==> src/rtl/cfi_geom_pkg.sv <==
package cfi_geom_pkg;

    localparam logic [7:0] QRY_CMD   = 8'h98;
    localparam logic [7:0] ARR_CMD   = 8'hFF;
    localparam logic [7:0] QRY_WORD  = 8'h55;
    localparam logic [7:0] OFS_SIG   = 8'h10;
    localparam logic [7:0] OFS_ALG   = 8'h13;
    localparam logic [7:0] OFS_DSZ   = 8'h27;
    localparam logic [7:0] OFS_WBS   = 8'h2A;
    localparam logic [7:0] OFS_NRG   = 8'h2C;
    localparam logic [7:0] OFS_RGN0  = 8'h2D;

    typedef enum logic [2:0] {
        PH_SIG, PH_ALG, PH_DSZ, PH_WBS, PH_NRG, PH_RGN
    } phase_t;

    typedef enum logic [2:0] {
        FS_IDLE, FS_ENTER, FS_READ, FS_CAP, FS_EXIT
    } fetch_st_t;

    typedef struct packed {
        logic [31:0] start;
        logic [31:0] stop;
        logic [31:0] bsize;
        logic [16:0] bcount;
    } region_t;

    function automatic logic [7:0] sig_byte(input logic [1:0] idx);
        case (idx)
            2'd0:    return 8'h51;
            2'd1:    return 8'h52;
            default: return 8'h59;
        endcase
    endfunction

endpackage

==> src/rtl/cfi_byte_fetch.sv <==
module cfi_byte_fetch
    import cfi_geom_pkg::*;
#(
    parameter int CHIP_W = 16,
    parameter int IL     = 1,
    parameter int BUS_AW = 24
) (
    input  logic                   clk,
    input  logic                   rst,
    input  logic                   req,
    input  logic [7:0]             ofs,
    output logic [BUS_AW-1:0]      fl_addr,
    output logic [CHIP_W*IL-1:0]   fl_wdata,
    output logic                   fl_we,
    output logic                   fl_re,
    input  logic [CHIP_W*IL-1:0]   fl_rdata,
    output logic [7:0]             byte_o,
    output logic                   byte_vld
);
    localparam int BUS_DW = CHIP_W * IL;

    fetch_st_t           st;
    logic [7:0]          byte_r;
    logic [7:0]          lane_byte;
    logic [BUS_AW-1:0]   q_addr;
    logic [BUS_AW-1:0]   o_addr;
    logic [BUS_DW-1:0]   enter_w;
    logic [BUS_DW-1:0]   exit_w;
    logic                unused_rdata;

    assign unused_rdata = ^fl_rdata;

    generate
        if (CHIP_W == 8) begin : g_narrow
            assign q_addr    = BUS_AW'({QRY_WORD, 1'b0});
            assign o_addr    = BUS_AW'({ofs, 1'b0});
            assign lane_byte = fl_rdata[7:0];
            for (genvar k = 0; k < IL; k++) begin : g_lane
                assign enter_w[k*CHIP_W +: CHIP_W] = QRY_CMD;
                assign exit_w[k*CHIP_W +: CHIP_W]  = ARR_CMD;
            end
        end else begin : g_wide
            assign q_addr    = BUS_AW'(QRY_WORD);
            assign o_addr    = BUS_AW'(ofs);
            assign lane_byte = fl_rdata[CHIP_W-1 -: 8];
            for (genvar k = 0; k < IL; k++) begin : g_lane
                assign enter_w[k*CHIP_W +: CHIP_W] = {QRY_CMD, (CHIP_W-8)'(0)};
                assign exit_w[k*CHIP_W +: CHIP_W]  = {ARR_CMD, (CHIP_W-8)'(0)};
            end
        end
    endgenerate

    always_ff @(posedge clk) begin
        if (rst) begin
            st     <= FS_IDLE;
            byte_r <= '0;
        end else begin
            unique case (st)
                FS_IDLE:  if (req) st <= FS_ENTER;
                FS_ENTER: st <= FS_READ;
                FS_READ:  st <= FS_CAP;
                FS_CAP: begin
                    byte_r <= lane_byte;
                    st     <= FS_EXIT;
                end
                FS_EXIT:  st <= FS_IDLE;
                default:  st <= FS_IDLE;
            endcase
        end
    end

    always_comb begin
        fl_we    = (st == FS_ENTER) || (st == FS_EXIT);
        fl_re    = (st == FS_READ);
        fl_addr  = (st == FS_READ) ? o_addr : q_addr;
        fl_wdata = (st == FS_ENTER) ? enter_w : ((st == FS_EXIT) ? exit_w : '0);
        byte_vld = (st == FS_EXIT);
        byte_o   = byte_r;
    end

endmodule

==> src/rtl/cfi_region_calc.sv <==
module cfi_region_calc
    import cfi_geom_pkg::*;
#(
    parameter int IL = 1
) (
    input  logic [31:0] desc,
    input  logic [31:0] base,
    output region_t     rgn
);
    logic [31:0] bsize;
    logic [16:0] bcount;

    always_comb begin
        bsize      = 32'({desc[31:16], 8'h00}) * 32'(IL);
        bcount     = 17'(desc[15:0]) + 17'd1;
        rgn.start  = base;
        rgn.bsize  = bsize;
        rgn.bcount = bcount;
        rgn.stop   = base + bsize * {15'd0, bcount};
    end

endmodule

==> src/rtl/cfi_geom_engine.sv <==
module cfi_geom_engine
    import cfi_geom_pkg::*;
#(
    parameter int CHIP_W  = 16,
    parameter int IL      = 1,
    parameter int BUS_AW  = 24,
    parameter int MAX_RGN = 32,
    localparam int CNT_W  = $clog2(MAX_RGN + 1),
    localparam int IDX_W  = $clog2(MAX_RGN),
    localparam int BUS_DW = CHIP_W * IL
) (
    input  logic               clk,
    input  logic               rst,
    input  logic               start,
    output logic               busy,
    output logic               done,
    output logic               qry_fail,
    output logic               rgn_clamped,
    output logic [7:0]         alg_id,
    output logic [31:0]        dev_size,
    output logic [31:0]        wbuf_size,
    output logic [CNT_W-1:0]   rgn_count,
    input  logic [IDX_W-1:0]   rd_idx,
    output logic [31:0]        rd_start,
    output logic [31:0]        rd_stop,
    output logic [31:0]        rd_bsize,
    output logic [16:0]        rd_bcount,
    output logic [BUS_AW-1:0]  fl_addr,
    output logic [BUS_DW-1:0]  fl_wdata,
    output logic               fl_we,
    output logic               fl_re,
    input  logic [BUS_DW-1:0]  fl_rdata
);
    phase_t            phase;
    logic [1:0]        sub;
    logic [CNT_W-1:0]  rgn_i;
    logic [CNT_W-1:0]  target;
    logic [23:0]       acc;
    logic [31:0]       run_addr;
    logic [7:0]        ofs;
    logic [7:0]        fbyte;
    logic              fvld;
    logic [31:0]       desc_full;
    region_t           calc;
    region_t           tbl [MAX_RGN];
    region_t           rd_ent;

    cfi_byte_fetch #(.CHIP_W(CHIP_W), .IL(IL), .BUS_AW(BUS_AW)) fetch_i (
        .clk(clk), .rst(rst), .req(busy), .ofs(ofs),
        .fl_addr(fl_addr), .fl_wdata(fl_wdata), .fl_we(fl_we), .fl_re(fl_re),
        .fl_rdata(fl_rdata), .byte_o(fbyte), .byte_vld(fvld)
    );

    assign desc_full = {fbyte, acc};

    cfi_region_calc #(.IL(IL)) calc_i (
        .desc(desc_full), .base(run_addr), .rgn(calc)
    );

    always_comb begin
        unique case (phase)
            PH_SIG:  ofs = OFS_SIG + 8'(sub);
            PH_ALG:  ofs = OFS_ALG;
            PH_DSZ:  ofs = OFS_DSZ;
            PH_WBS:  ofs = OFS_WBS;
            PH_NRG:  ofs = OFS_NRG;
            default: ofs = 8'(32'(OFS_RGN0) + 32'(rgn_i) * 4 + 32'(sub));
        endcase
    end

    always_ff @(posedge clk) begin
        if (rst) begin
            busy        <= 1'b0;
            done        <= 1'b0;
            qry_fail    <= 1'b0;
            rgn_clamped <= 1'b0;
            alg_id      <= '0;
            dev_size    <= '0;
            wbuf_size   <= '0;
            rgn_count   <= '0;
            phase       <= PH_SIG;
            sub         <= '0;
            rgn_i       <= '0;
            target      <= '0;
            acc         <= '0;
            run_addr    <= '0;
        end else begin
            done <= 1'b0;
            if (start && !busy) begin
                busy        <= 1'b1;
                qry_fail    <= 1'b0;
                rgn_clamped <= 1'b0;
                alg_id      <= '0;
                dev_size    <= '0;
                wbuf_size   <= '0;
                rgn_count   <= '0;
                phase       <= PH_SIG;
                sub         <= '0;
                rgn_i       <= '0;
                target      <= '0;
                run_addr    <= '0;
            end else if (busy && fvld) begin
                unique case (phase)
                    PH_SIG: begin
                        if (fbyte != sig_byte(sub)) begin
                            qry_fail <= 1'b1;
                            busy     <= 1'b0;
                            done     <= 1'b1;
                        end else if (sub == 2'd2) begin
                            sub   <= '0;
                            phase <= PH_ALG;
                        end else begin
                            sub <= sub + 2'd1;
                        end
                    end
                    PH_ALG: begin
                        alg_id <= fbyte;
                        phase  <= PH_DSZ;
                    end
                    PH_DSZ: begin
                        dev_size <= 32'(IL) << fbyte;
                        phase    <= PH_WBS;
                    end
                    PH_WBS: begin
                        wbuf_size <= 32'(IL) << fbyte;
                        phase     <= PH_NRG;
                    end
                    PH_NRG: begin
                        if (32'(fbyte) > 32'(MAX_RGN)) begin
                            target      <= CNT_W'(MAX_RGN);
                            rgn_clamped <= 1'b1;
                        end else begin
                            target <= CNT_W'(fbyte);
                        end
                        if (fbyte == 8'd0) begin
                            busy <= 1'b0;
                            done <= 1'b1;
                        end else begin
                            phase <= PH_RGN;
                            sub   <= '0;
                            rgn_i <= '0;
                        end
                    end
                    default: begin
                        if (sub == 2'd3) begin
                            sub      <= '0;
                            run_addr <= calc.stop;
                            if (rgn_i + CNT_W'(1) == target) begin
                                rgn_count <= target;
                                busy      <= 1'b0;
                                done      <= 1'b1;
                            end else begin
                                rgn_i <= rgn_i + CNT_W'(1);
                            end
                        end else begin
                            acc[8*sub +: 8] <= fbyte;
                            sub             <= sub + 2'd1;
                        end
                    end
                endcase
            end
        end
    end

    always_ff @(posedge clk) begin
        if (busy && fvld && phase == PH_RGN && sub == 2'd3)
            tbl[rgn_i[IDX_W-1:0]] <= calc;
    end

    always_comb begin
        if (CNT_W'(rd_idx) < rgn_count) rd_ent = tbl[rd_idx];
        else                            rd_ent = '0;
        rd_start  = rd_ent.start;
        rd_stop   = rd_ent.stop;
        rd_bsize  = rd_ent.bsize;
        rd_bcount = rd_ent.bcount;
    end

endmodule

==> config.mk <==
export PLATFORM = sky130hd
export DESIGN_NAME = cfi_geom_engine
export DESIGN_NICKNAME = d
export VERILOG_FILES = /design/src/rtl/cfi_geom_pkg.sv /design/src/rtl/cfi_byte_fetch.sv /design/src/rtl/cfi_region_calc.sv /design/src/rtl/cfi_geom_engine.sv
export SDC_FILE = /design/constraint.sdc
export NUM_CORES = 2
export LEC_CHECK = 0
export BUFFER_PORTS_ARGS = -buffer_cell sky130_fd_sc_hd__buf_4
export CAP_MARGIN = 10
export CORE_MARGIN = 4
export CORE_UTILIZATION = 23
export DETAILED_ROUTE_END_ITERATION = 8
export SLEW_MARGIN = 30
export SYNTH_ARGS = -nofsm -noshare
export SYNTH_HDL_FRONTEND = slang
export SYNTH_SLANG_ARGS = --single-unit
==> constraint.sdc <==
create_clock -name clk -period 12.3 [get_ports clk]
set_input_delay 3.69 -clock clk [delete_from_list [all_inputs] [get_ports clk]]
set_output_delay 3.69 -clock clk [all_outputs]
set_load 0.03 [all_outputs]
# Yosys cells after proc, flatten, opt, wreduce, memory -nomap -nowiden
# Memory sizes are Yosys's and may differ from the RTL's.
# Index checks and enable logic that the tools add are counted.
# W data, S select, Z words.
# word_totals
regBits	166
in_bits	24
mem_count	1
ram_bits	3104
wordCells	133
out_inout_bits	237
# classes
n_eq_ne	22
mul	1
add_sub_neg	8
n_reduce_logical	33
n_mux	41
bitwise	6
n_lt_le_gt_ge	2
n_shift	3
# memory_table
name	depth	word_bits	rd	rd_clocked_by_memory_dff	wr	line_no	source
tbl	32	97	1	0	1	cfi_geom_engine.sv:45	region_t tbl [MAX_RGN];
# op_table
operator	n
$mux W113	1
$mux W8	5
$pmux W8 S5	1
$neg A5 Y34	1
$shift A8 B34 Y24 const A	1
$shiftx A8 B34 Y24	1
$add A32 B32 Y32	1
$mux W16	2
$shl A1 B8 Y32 const A	1
$bwmux W24	1
$mul A16 B17 Y24	1
$mux W6	4
$add A16 B1 Y17 const B	1
$pmux W3 S5	1
$eq A3 B2 Y1 const B	4
$mux W1	12
$mux W3	4
$pmux W3 S4	1
$pmux W6 S2	1
$reduce_and A4 Y1	3
$reduce_and A5 Y1	2
$eq A3 B3 Y1 const B	3
$reduce_and A3 Y1	3
$add A6 B8 Y8 const A	1
other kinds (34)	60

# Depth between registers and ports, before layout
# depth
word_depth	11
ltp_mapped	34
depth_no_buf	34

# By module
# A second synthesis with hierarchy kept.
# hier_totals
hier_cells	7536
area_unflattened_um2	153450.9
# modules_own_cells
module	n_inst	area_per_inst_um2	cells_each	seq_area_each_um2
cfi_geom_engine	1	143714.1	6380	111687.1
cfi_region_calc	1	8943.6	1067	0.0
cfi_byte_fetch	1	793.3	89	220.2

# Worst setup path after synthesis
# Ideal clock, no wire load.
# synth_timing
kind	input -> output
startpoint	input port rd_idx[0]
endpoint	output port rd_start[11]
n_path_buf	3
path_stages	7
path_slack_ns	2.536
t_arrival_ns	6.074
required_ns	8.610
cell_sequence	clkbuf_1 -> buf_2 -> buf_1 -> mux4_2 -> mux4_2 -> mux2i_1 -> nor2_1
# synth_via
elab_chain_cells	2
elab_cells_between_ends	3
classes_between	1 x order compare; 1 x mux; 1 x memory
# synth_lines
item	line_no	source
start: declaration	cfi_geom_engine.sv:23	input logic [IDX_W-1:0] rd_idx,
$mem_v2 Z32 W97 / $lt A5 B6 Y1 (equally long branches)	-	
$mux W113 (*)	cfi_geom_engine.sv:171	if (CNT_W'(rd_idx) < rgn_count) rd_ent = tbl[rd_idx];
end: declaration	cfi_geom_engine.sv:24	output logic [31:0] rd_start,
# Every way passes the cells marked *; elsewhere a longest branch is shown, timed or not.

# Worst setup path in the final report
# layout_timing
startpoint	input port rd_idx[0]
endpoint	output port rd_stop[22]
# layout_via
elab_chain_cells	2
elab_cells_between_ends	3
classes_between	1 x order compare; 1 x mux; 1 x memory
# layout_lines
item	line_no	source
$mem_v2 Z32 W97 / $lt A5 B6 Y1 (equally long branches)	-	
$mux W113 (*)	cfi_geom_engine.sv:171	
end: declaration	cfi_geom_engine.sv:25	output logic [31:0] rd_stop,
# Marked as above.

==> reports/metrics.cfg <==
[outcome]
status=finished clean

[timing]
setup_violations=0
hold_ws_ps=458
fmax_ghz=0.0944
worst_slew_pin_slew_ps=978
rsz0062_at_grt=false
relSlewSlack_pct=32.9
finalCritPeriodShare_pct=86.1
fin_crit_ps=10600
setup_tns_ps=0
setup_ws_ps=1700
maxSlewViolCount=0
finClkSkew_ps=97.1
finalHoldViolCount=0

[critical_path]
crit_arrival_ps=6910
crit_fanout=53
start_kind=input pin
worstSetupEndpointType=output port
critical_path_class=in2out
cp.required_ps=8610

[routing]
num_vias=57900
drtPass1Iterations=8
via_per_inst=4.51
drc=0
routed_wl_um=314000
drt_iter0_markers=6796
postRouteAntennaNets=0
wire_per_inst_um=24.5

[clock_network]
cts_max_path_buffers=4
cts_made_buffers=290
cts-root-buf=clkbuf_16
post_cts_buffers=0
clk_latency_ps=880
clkTransAtPathRegs_ps=60
ctsHoldBuffers=0
cts_resized=0
cts_tree=done
cts.htree.levels=5
cts_sinks=2750

[finish]
final_core_util_pct=27.1
drive_gt1_share_pct=26.7
multi_input_area_mm2=0.0312
num-fill-cells=48600
seq_area_mm2=0.0810
final_nets=6418
fin_area_mm2=0.134
syn_to_final_growth_pct=17.5

[grt]
grt_max_degree=82
grt_pass1_vias=60100
grt_pass1_wl_um=446000
antenna_found_initial=9
track_usage_pct=12.0
overflow=0

[floorplan]
start_util_pct=23.1
die_w_um=712
fp.coreArea_mm2=0.494
pin_count=261
die_h_um=712
core.rowCount=258
die_area_mm2=0.506

[power]
p_per_area_mw_per_mm2=144
peakVddDrop_mv=0.0957
leakage_uw=0.0431

[placed_design]
gp_congestion=0.856
port_buffers=196
post-place-ws_ps=1480
hpwl_um=160000
place_area_mm2=0.125

[yosys]
synth_edf_count=2592
yosys.cell_types.count=75
ys_warn_count=0
yosysSeqAreaShare_pct=71.2
synth-main-ff-cell=edfxtp_1
syn_avg_cell_area_um2=19.8
netlist_area_mm2=0.114
async_reset_ff_share_pct=0
netlist_instances=5759
ys_ff_latch=2750

[run]
max-cap-violations=0

[hold_path]
hp-class=reg2reg

==> layout make-up <==
type	count	area share [%]
Antenna cell	3	0.00561
Clock buffer	363	5.75
Clock inverter	142	1.01
Inverter	242	0.679
Multi-Input combinational cell	2463	23.3
Sequential cell	2750	60.6
Tap cell	6500	6.08
Timing Repair Buffer	364	2.56
==> cells in the mapped netlist, types with 3 or more instances <==
| master | n | area share (%) |
|---|---|---|
| o21bai_1 | 11 | 0.073 |
| ha_1 | 108 | 1.2 |
| and2_1 | 100 | 0.55 |
| nand3b_1 | 4 | 0.026 |
| nor4_1 | 6 | 0.033 |
| inv_1 | 241 | 0.79 |
| a21oi_1 | 164 | 0.72 |
| a211oi_1 | 5 | 0.033 |
| mux2i_1 | 105 | 0.92 |
| nand4_1 | 7 | 0.038 |
| nand3_1 | 48 | 0.21 |
| buf_4 | 63 | 0.42 |
| buf_1 | 88 | 0.29 |
| nor2b_1 | 18 | 0.099 |
| mux4_2 | 810 | 16 |
| nor2_1 | 329 | 1.1 |
| o22ai_1 | 4 | 0.022 |
| nand2b_1 | 11 | 0.060 |
| edfxtp_1 | 2592 | 68 |
| nand2_1 | 276 | 0.91 |
| nor3_1 | 30 | 0.13 |
| or3_1 | 7 | 0.038 |
| xnor3_1 | 3 | 0.059 |
| xor2_1 | 19 | 0.15 |
| clkbuf_1 | 207 | 0.68 |
| dfxtp_1 | 158 | 2.8 |
| xnor2_1 | 56 | 0.43 |
| fa_1 | 175 | 3.1 |
| and3_1 | 9 | 0.049 |
| a21o_1 | 12 | 0.079 |
| o211ai_1 | 3 | 0.020 |
| or4_1 | 3 | 0.020 |
| nor3b_1 | 4 | 0.026 |
| o21a_1 | 8 | 0.053 |
| o21ai_0 | 28 | 0.12 |
| a31oi_1 | 3 | 0.016 |
==> per-stage QoR <==
step | std cells | power [uW]
global route | 12800 | 20000
CTS | 12800 | 19500
finish | 12800 | 19300
detailed placement | 12300 | 11100
floorplan | 5814 | 10800
global placement | 12300 | 11100
==> where the power goes <==
part	internal, uW	total (uW)	switching [uW]
sequential	10100	10100	4.08
combinational	347	798	451
clock	4870	8430	3570
total	15300	19300	4020
==> layer usage <==
metal	global-route usage, %	vias to the layer above	share of wire, %
li1	-	23500	-
met1	16.3	31400	41
met2	20.0	2553	48
met3	2.07	492	7.5
met4	3.13	0	2.7
met5	0	-	0
==> final timing paths <==
check | start | to | slack, ps | cells after the start
hold reg to reg | acc[18]$_SDFFE_PP0P_ | acc[18]$_SDFFE_PP0P_ | 460 | 2
hold / removal | acc[18]$_SDFFE_PP0P_ | acc[18]$_SDFFE_PP0P_ | 460 | 2
setup reg to reg | acc[1]$_SDFFE_PP0P_ | tbl[0][64]$_DFFE_PP_ | 2060 | 33
setup / recovery | rd_idx[0] | rd_stop[22] | 1700 | 8
==> critical path, stage by stage <==
cell and delay (ps):
buf_8 430, buf_12 460, buf_4 430, mux4_2 550, mux4_2 470, mux2i_1 440
nor2_1 90, buf_4 190
==> cells by family (layout without fill, tap and decap cells) <==
family | Yosys count | after routing | synth area share, %
AND/OR/NAND/NOR | 862 | 862 | 3.36
adder cells (fa/ha/maj) | 283 | 283 | 4.26
AO/OA/AOI/OAI | 266 | 266 | 1.39
multiplexers | 915 | 915 | 16.9
other | 1 | 59 | 0.00329
flip-flops | 2750 | 2750 | 71.2
XOR/XNOR | 81 | 81 | 0.689
buffers and inverters | 601 | 1111 | 2.19
==> flip-flops by register name, summed over array words and instances, names as in the netlist, 2 cells and up <==
register / cells
dev_size: 32
alg_id: 8
phase: 3
fetch_i.byte_o: 8
acc: 24
run_addr: 24
target: 6
fetch_i.st: 3
sub: 2
tbl: 2592
rgn_i: 6
wbuf_size: 32
rgn_count: 6
==> cell usage in the layout, fill, tap and decap left out, types with 18 or more instances in the layout <==
cell       instances
a21oi_1          164
and2_1           100
buf_12            46
buf_4            302
bufinv_16         20
clkbuf_1          63
clkbuf_16        296
clkinv_1          61
clkinv_2          31
conb_1            56
dfxtp_1          133
dfxtp_2           24
edfxtp_1        2592
fa_1             174
ha_1             107
inv_1            240
mux2i_1           98
mux4_2           810
nand2_1          275
nand3_1           47
nor2_1           293
nor2_4            35
nor2b_1           18
nor3_1            29
o21ai_0           28
xnor2_1           34
xnor2_2           22
Power figures use the tool's default switching activity.
